===== config.mk =====
export PLATFORM = sky130hd
export DESIGN_NAME = reload_timer
export DESIGN_NICKNAME = d
export VERILOG_FILES = /design/src/rtl/rtmr_pkg.sv /design/src/rtl/rtmr_prescaler.sv /design/src/rtl/rtmr_channel.sv /design/src/rtl/reload_timer.sv
export SDC_FILE = /design/constraint.sdc
export NUM_CORES = 1
export LEC_CHECK = 0
export BUFFER_PORTS_ARGS = -buffer_cell sky130_fd_sc_hd__buf_2
export CAP_MARGIN = 0
export CORE_MARGIN = 4
export CORE_UTILIZATION = 50
export CTS_CLUSTER_SIZE = 28
export DETAILED_ROUTE_END_ITERATION = 7
export PLACE_DENSITY_LB_ADDON = 0.08
export SYNTH_ARGS = -nofsm -noshare
export SYNTH_HDL_FRONTEND = slang
export SYNTH_SLANG_ARGS = --single-unit

===== constraint.sdc =====
create_clock -name clk_i -period 3.06 [get_ports clk_i]
set_input_delay 0.612 -clock clk_i [delete_from_list [all_inputs] [get_ports clk_i]]
set_output_delay 0.612 -clock clk_i [all_outputs]
set_load 0.02 [all_outputs]

===== src/rtl/rtmr_pkg.sv =====
package rtmr_pkg;
  localparam int unsigned N_CH        = 3;
  localparam int unsigned CNT_W       = 32;
  localparam int unsigned DATA_W      = 32;
  localparam int unsigned ADDR_W      = 4;
  localparam int unsigned PSC_W       = 3;
  localparam int unsigned PS_W        = 8;
  localparam int unsigned PSC_LSB     = 0;
  localparam int unsigned EN_BIT      = 5;
  localparam int unsigned FLAG_BIT    = 8;
  localparam int unsigned START_ADDR  = 0;
  localparam int unsigned CH_BASE     = 1;
  localparam int unsigned REGS_PER_CH = 3;
  localparam int unsigned OFS_CTRL    = 0;
  localparam int unsigned OFS_CONST   = 1;
  localparam int unsigned OFS_COUNT   = 2;

  typedef struct packed {
    logic             flag;
    logic             en;
    logic [PSC_W-1:0] psc;
  } ctrl_t;

  function automatic logic [DATA_W-1:0] ctrl_to_word(ctrl_t c);
    logic [DATA_W-1:0] w;
    w = '0;
    w[PSC_LSB +: PSC_W] = c.psc;
    w[EN_BIT]           = c.en;
    w[FLAG_BIT]         = c.flag;
    return w;
  endfunction

  // low-bit mask of the prescaler for one tick per 4/16/64/256 clocks
  function automatic logic [PS_W-1:0] div_mask(logic [PSC_W-1:0] code);
    logic [PS_W-1:0] m;
    case (code)
      3'd1:    m = PS_W'(8'h0F);
      3'd2:    m = PS_W'(8'h3F);
      3'd3:    m = PS_W'(8'hFF);
      default: m = PS_W'(8'h03);
    endcase
    return m;
  endfunction
endpackage


===== src/rtl/rtmr_prescaler.sv =====
module rtmr_prescaler
  import rtmr_pkg::*;
(
  input  logic             clk_i,
  input  logic             rst_ni,
  input  logic             run_i,
  input  logic [PSC_W-1:0] psc_i,
  output logic             tick_o
);
  logic [PS_W-1:0] cnt_q;
  logic [PS_W-1:0] mask;

  always_comb mask = div_mask(psc_i);

  always_ff @(posedge clk_i or negedge rst_ni) begin
    if (!rst_ni)     cnt_q <= '0;
    else if (!run_i) cnt_q <= '0;
    else             cnt_q <= cnt_q + 1'b1;
  end

  assign tick_o = run_i && ((cnt_q & mask) == mask);

  a_r3_clear_on_stop: assert property (@(posedge clk_i) disable iff (!rst_ni)
    !run_i |=> cnt_q == '0);
  a_r3_min_spacing: assert property (@(posedge clk_i) disable iff (!rst_ni)
    tick_o |=> !tick_o);
endmodule


===== src/rtl/rtmr_channel.sv =====
module rtmr_channel
  import rtmr_pkg::*;
#(
  parameter int unsigned CW = CNT_W
) (
  input  logic              clk_i,
  input  logic              rst_ni,
  input  logic              run_i,
  input  logic              ctrl_we_i,
  input  logic              const_we_i,
  input  logic              cnt_we_i,
  input  logic [DATA_W-1:0] wdata_i,
  output ctrl_t             ctrl_o,
  output logic [CW-1:0]     const_o,
  output logic [CW-1:0]     cnt_o,
  output logic              irq_o
);
  logic          tick;
  logic          underflow;
  logic [CW-1:0] cnt_q, const_q;
  ctrl_t         ctrl_q;

  rtmr_prescaler u_ps (
    .clk_i  (clk_i),
    .rst_ni (rst_ni),
    .run_i  (run_i),
    .psc_i  (ctrl_q.psc),
    .tick_o (tick)
  );

  // a counter write drops a coincident tick
  assign underflow = tick && (cnt_q == '0) && !cnt_we_i;

  always_ff @(posedge clk_i or negedge rst_ni) begin
    if (!rst_ni) begin
      cnt_q <= '1;
    end else if (cnt_we_i) begin
      cnt_q <= wdata_i[CW-1:0];
    end else if (tick) begin
      cnt_q <= underflow ? const_q : cnt_q - 1'b1;
    end
  end

  always_ff @(posedge clk_i or negedge rst_ni) begin
    if (!rst_ni)         const_q <= '1;
    else if (const_we_i) const_q <= wdata_i[CW-1:0];
  end

  always_ff @(posedge clk_i or negedge rst_ni) begin
    if (!rst_ni) begin
      ctrl_q <= '0;
    end else begin
      if (ctrl_we_i) begin
        ctrl_q.psc <= wdata_i[PSC_LSB +: PSC_W];
        ctrl_q.en  <= wdata_i[EN_BIT];
      end
      if (underflow)                             ctrl_q.flag <= 1'b1;
      else if (ctrl_we_i && !wdata_i[FLAG_BIT])  ctrl_q.flag <= 1'b0;
    end
  end

  assign ctrl_o  = ctrl_q;
  assign const_o = const_q;
  assign cnt_o   = cnt_q;
  assign irq_o   = ctrl_q.flag && ctrl_q.en;

  a_r2_hold_stopped: assert property (@(posedge clk_i) disable iff (!rst_ni)
    (!run_i && !cnt_we_i) |=> $stable(cnt_q));
  a_r4_reload: assert property (@(posedge clk_i) disable iff (!rst_ni)
    (tick && cnt_q == '0 && !cnt_we_i) |=> cnt_q == $past(const_q));
  a_r4_decrement: assert property (@(posedge clk_i) disable iff (!rst_ni)
    (tick && cnt_q != '0 && !cnt_we_i) |=> cnt_q == $past(cnt_q) - 1'b1);
  a_r5_write_wins: assert property (@(posedge clk_i) disable iff (!rst_ni)
    cnt_we_i |=> cnt_q == $past(wdata_i[CW-1:0]));
  a_r6_sticky: assert property (@(posedge clk_i) disable iff (!rst_ni)
    (ctrl_q.flag && !(ctrl_we_i && !wdata_i[FLAG_BIT])) |=> ctrl_q.flag);
  a_r6_clear: assert property (@(posedge clk_i) disable iff (!rst_ni)
    (ctrl_we_i && !wdata_i[FLAG_BIT] && !underflow) |=> !ctrl_q.flag);
  a_r7_uf_wins: assert property (@(posedge clk_i) disable iff (!rst_ni)
    (tick && cnt_q == '0 && !cnt_we_i) |=> ctrl_q.flag);
endmodule


===== src/rtl/reload_timer.sv =====
module reload_timer
  import rtmr_pkg::*;
#(
  parameter int unsigned NCH = N_CH,
  parameter int unsigned CW  = CNT_W
) (
  input  logic              clk_i,
  input  logic              rst_ni,
  input  logic              reg_we_i,
  input  logic [ADDR_W-1:0] reg_addr_i,
  input  logic [DATA_W-1:0] reg_wdata_i,
  output logic [DATA_W-1:0] reg_rdata_o,
  output logic [NCH-1:0]    irq_o
);
  localparam int unsigned LAST_ADDR = CH_BASE + REGS_PER_CH * NCH - 1;

  logic [NCH-1:0] start_q;
  ctrl_t          ctrl_w  [NCH];
  logic [CW-1:0]  const_w [NCH];
  logic [CW-1:0]  cnt_w   [NCH];
  logic           start_we;

  assign start_we = reg_we_i && (reg_addr_i == ADDR_W'(START_ADDR));

  always_ff @(posedge clk_i or negedge rst_ni) begin
    if (!rst_ni)       start_q <= '0;
    else if (start_we) start_q <= reg_wdata_i[NCH-1:0];
  end

  for (genvar c = 0; c < NCH; c++) begin : g_ch
    localparam int unsigned BASE = CH_BASE + REGS_PER_CH * c;
    rtmr_channel #(.CW(CW)) u_ch (
      .clk_i      (clk_i),
      .rst_ni     (rst_ni),
      .run_i      (start_q[c]),
      .ctrl_we_i  (reg_we_i && reg_addr_i == ADDR_W'(BASE + OFS_CTRL)),
      .const_we_i (reg_we_i && reg_addr_i == ADDR_W'(BASE + OFS_CONST)),
      .cnt_we_i   (reg_we_i && reg_addr_i == ADDR_W'(BASE + OFS_COUNT)),
      .wdata_i    (reg_wdata_i),
      .ctrl_o     (ctrl_w[c]),
      .const_o    (const_w[c]),
      .cnt_o      (cnt_w[c]),
      .irq_o      (irq_o[c])
    );
  end

  always_comb begin
    reg_rdata_o = '0;
    if (reg_addr_i == ADDR_W'(START_ADDR)) reg_rdata_o = DATA_W'(start_q);
    for (int i = 0; i < NCH; i++) begin
      if (reg_addr_i == ADDR_W'(CH_BASE + REGS_PER_CH * i + OFS_CTRL))
        reg_rdata_o = ctrl_to_word(ctrl_w[i]);
      if (reg_addr_i == ADDR_W'(CH_BASE + REGS_PER_CH * i + OFS_CONST))
        reg_rdata_o = DATA_W'(const_w[i]);
      if (reg_addr_i == ADDR_W'(CH_BASE + REGS_PER_CH * i + OFS_COUNT))
        reg_rdata_o = DATA_W'(cnt_w[i]);
    end
  end

  a_r2_start_hold: assert property (@(posedge clk_i) disable iff (!rst_ni)
    !start_we |=> $stable(start_q));
  a_r9_unmapped_zero: assert property (@(posedge clk_i) disable iff (!rst_ni)
    (reg_addr_i > ADDR_W'(LAST_ADDR)) |-> reg_rdata_o == '0);
endmodule


==> impl_metrics.tcl <==
set metrics [dict create \
    htree_levels 1 \
    synth.top_cell.area_share_pct 36.0 \
    setup_viol_count_final 0 \
    crit_required_ns 2.45 \
    antenna_found_initial 0 \
    synthMuxAreaShare_pct 10.8 \
    clk_pin_slew_worst_paths_ns 0.06 \
    wire_per_inst_um 25.5 \
    hpwl_mm 33.2 \
    synth_ff_type "dfstp_2" \
    layout_commonest_cell "dfstp_2" \
    cpMostUsedCell "buf_2" \
    min_period_over_period_pct 95.2 \
    cp_data_arrival_time_ns 2.30 \
    status "finished, final reports clean" \
    cts_tree "yes" \
    p_clk_share_pct 24.1 \
    drv_cap 0 \
    crit_cells 6 \
    cp_top_family "buffers and inverters" \
    finalNetCount 1501 \
    path_cells "buf_2, nor2b_1, nand2b_2, buf_12, a31oi_1, buf_2" \
    worstReg2RegEnd "g_ch[2].u_ch.cnt_o[12]" \
    port-buffer-count 73 \
    hold_class "input pin to async pin" \
    die_h_um 175 \
    ys_seq_area_share_pct 43.5 \
    tightestPinTransition_ns 1.07 \
    firstDrtPassIters 7 \
    syn2layout_area_growth_pct 12.9 \
    place.gp.congestion 0.977 \
    grt_util_met3_pct 7.86 \
    cts_root_buf "clkbuf_16" \
    use_met1_pct 47.6 \
    met2_usage_pct 41.8 \
    synth-edff-count 0 \
    synth_top_family_by_area "compound AO/OA/AOI/OAI gates" \
    clock_skew_ns 0.0107 \
    busiest_layer "met1" \
    p_leak_nw 6.13 \
    slew_headroom_pct 28.6 \
    route.detailed.drc 0 \
    core_area_um2 27700 \
    finalCriticalPeriod_ns 2.91 \
    fin_ws_ns 0.147 \
    clock_latency_ns 0.54 \
    grt_pass1_vias 11458 \
    cts_resized 0 \
    die_x_um 175 \
    cp-start-kind "input pin" \
    yosys.area.top_type "dfstp_2" \
    p_seq_share_pct 48.4 \
    finalMaxSlewViolations 0 \
    cp_max_fo 49 \
    synth_nets 1463 \
    rows 61 \
    ys_ff_latch 234 \
    setup-tns-final_ns 0 \
    power_frac_comb_pct 27.5 \
    synth_compound_area_share_pct 19.7 \
    r2r_slack_ns 0.35 \
    switching_share_pct 36.9 \
    ant_nets 0 \
    dp_slack_ns 0.216 \
    path_class "input pin to output port" \
    via_count 12237 \
    wirelength_mm 47.3 \
    cpMaxStageDelayCell "nor2b_1" \
    rsz0062_at_grt "no" \
    crit_path_max_incr_delay_ns 0.38 \
    via_per_inst 6.60 \
    critPathBufInv 3 \
    grt_overflow_total 0 \
    max_freq_ghz 0.343 \
    drive_gt1_share_pct 35.9 \
    internal_power_mw 8.29 \
    synthDistinctLibCells 71 \
    numCtsBuffers 27 \
    fill_cells 2484 \
    holdWs_ns 0.0788 \
    drt_iter0_drc 1749 \
    grt_pass1_wl_mm 72.6 \
    ir_drop_mv 0.548 \
    cts_sinks 234 \
    critPathCaptureType "output port" \
    synth.avg_cell_area_um2 9.91 \
    finalHoldViolCount 0 \
    synthAdderAreaFrac_pct 0.803 \
    async_reset_ff_share_pct 100 \
    grt_max_degree 92 \
    dieArea_um2 30800 \
    cts_setup_buffers 0 \
    syn_inst 1415 \
    synth_area_um2 14000 \
    synth-xor-area-share_pct 5.31 \
    num_io_pins 74 \
    synthSimpleGateAreaFrac_pct 16.2 \
    final_cell_mix "dfstp_2 (192), nor2_1 (133), mux2_2 (116), o21ai_0 (99), buf_2 (72)" \
    r2r_cells 7 \
    synth.area.top_cells "dfstp_2 (36%), mux2_2 (9.3%), dfrtp_1 (7.5%), nor2_1 (3.7%), o21ai_0 (3.6%)" \
    synth-warning-count 0 \
    power.density_nw_per_um2 830 \
    timing.rr.start "g_ch[2].u_ch.u_ps.cnt_q[0]" \
    grtUsageTotal_pct 30.2 \
    power.switching_mw 4.85 \
    clk_path_buf_depth 3 \
    initial_core_util_pct 50.6 \
    hold_buffers 0 \
]
## how the worst max path moves through the flow
stage | startpoint | to
after floorplan | reg_addr_i[1] | reg_rdata_o[25]
after global placement | reg_addr_i[0] | reg_rdata_o[31]
after detailed placement | reg_addr_i[0] | reg_rdata_o[18]
after CTS | start_q[1] | reg_rdata_o[1]
after global routing | reg_addr_i[0] | reg_rdata_o[8]
final | reg_addr_i[0] | reg_rdata_o[22]
## layout make-up
cell class,count,area [µm²],share of cell area [%]
diodes,2,5.00,0.0316
multi-input cells,1059,7490,47.4
inverters,10,37.5,0.237
clock inverters,8,71.3,0.451
well taps,378,473,2.99
flip-flops and latches,234,6100,38.5
repair buffers,121,861,5.44
clock buffers,41,788,4.98
## power groups by stage
stage                     clock network (mW)  logic [mW]  registers, mW
after floorplan                            0        2.86           5.44
after global placement                     0        3.51           6.32
after detailed placement                   0        3.58           6.28
after CTS                               3.22        3.60           6.26
after global routing                    3.35        4.01           6.48
final                                   3.17        3.62           6.35
## cells in the mapped netlist (5+ instances only)
master	count
mux2_2	116
o21ai_2	7
dfstp_2	192
or4_4	5
or3_1	16
clkbuf_1	81
and2_1	27
a22oi_1	65
o22ai_1	12
buf_6	5
nor2_1	137
xor2_1	39
nor4b_1	5
mux2i_1	12
nand2_2	7
o22ai_2	7
nand3_1	36
buf_1	17
nand2b_1	14
o21ai_1	21
nand4_1	16
buf_2	6
nand2_1	47
a222oi_1	29
nand4b_1	5
a31oi_1	30
or4_1	7
o21ai_0	100
xnor2_1	46
ha_1	9
nor2b_1	6
a211oi_1	21
dfrtp_1	42
a21oi_1	56
nor4_1	21
inv_1	10
nor3_1	39
and3_1	15
a221o_1	30
## logic make-up after synthesis
| logic type | after synthesis |
|---|---|
| fa+ha+maj | 9 |
| flops | 234 |
| mux | 132 |
| xor+xnor | 85 |
| compound gates | 404 |
| buf+inv | 122 |
| simple gates | 429 |
## metal layers
metal,part of all wire [%],wire [µm],vias to the layer above
met2,41,19400,590
met1,46,21700,6150
met5,0,0,-
li1,-,-,5430
met3,11,5250,67
met4,1.9,921,0
## through the flow
stage          std cells  cell area [µm²]  util, %  total power, mW
3_3_place_gp        1802            15000     54.0             9.82
2_1_floorplan       1415            14000        -             8.30
5_1_grt             1851            15800     57.1             13.8
6_report            1853            15800     57.1             13.1
3_5_place_dp        1802            15000     54.0             9.86
4_1_cts             1851            15800     57.1             13.1
## sequential cells by signal, summed over array words and instances, names as in the netlist
name,count
g_ch.u_ch.cnt_o,96
g_ch.u_ch.const_o,96
g_ch.u_ch.u_ps.cnt_q,24
g_ch.u_ch.ctrl_o,15
start_q,3
Note: power is estimated with default switching activity, not from simulation.
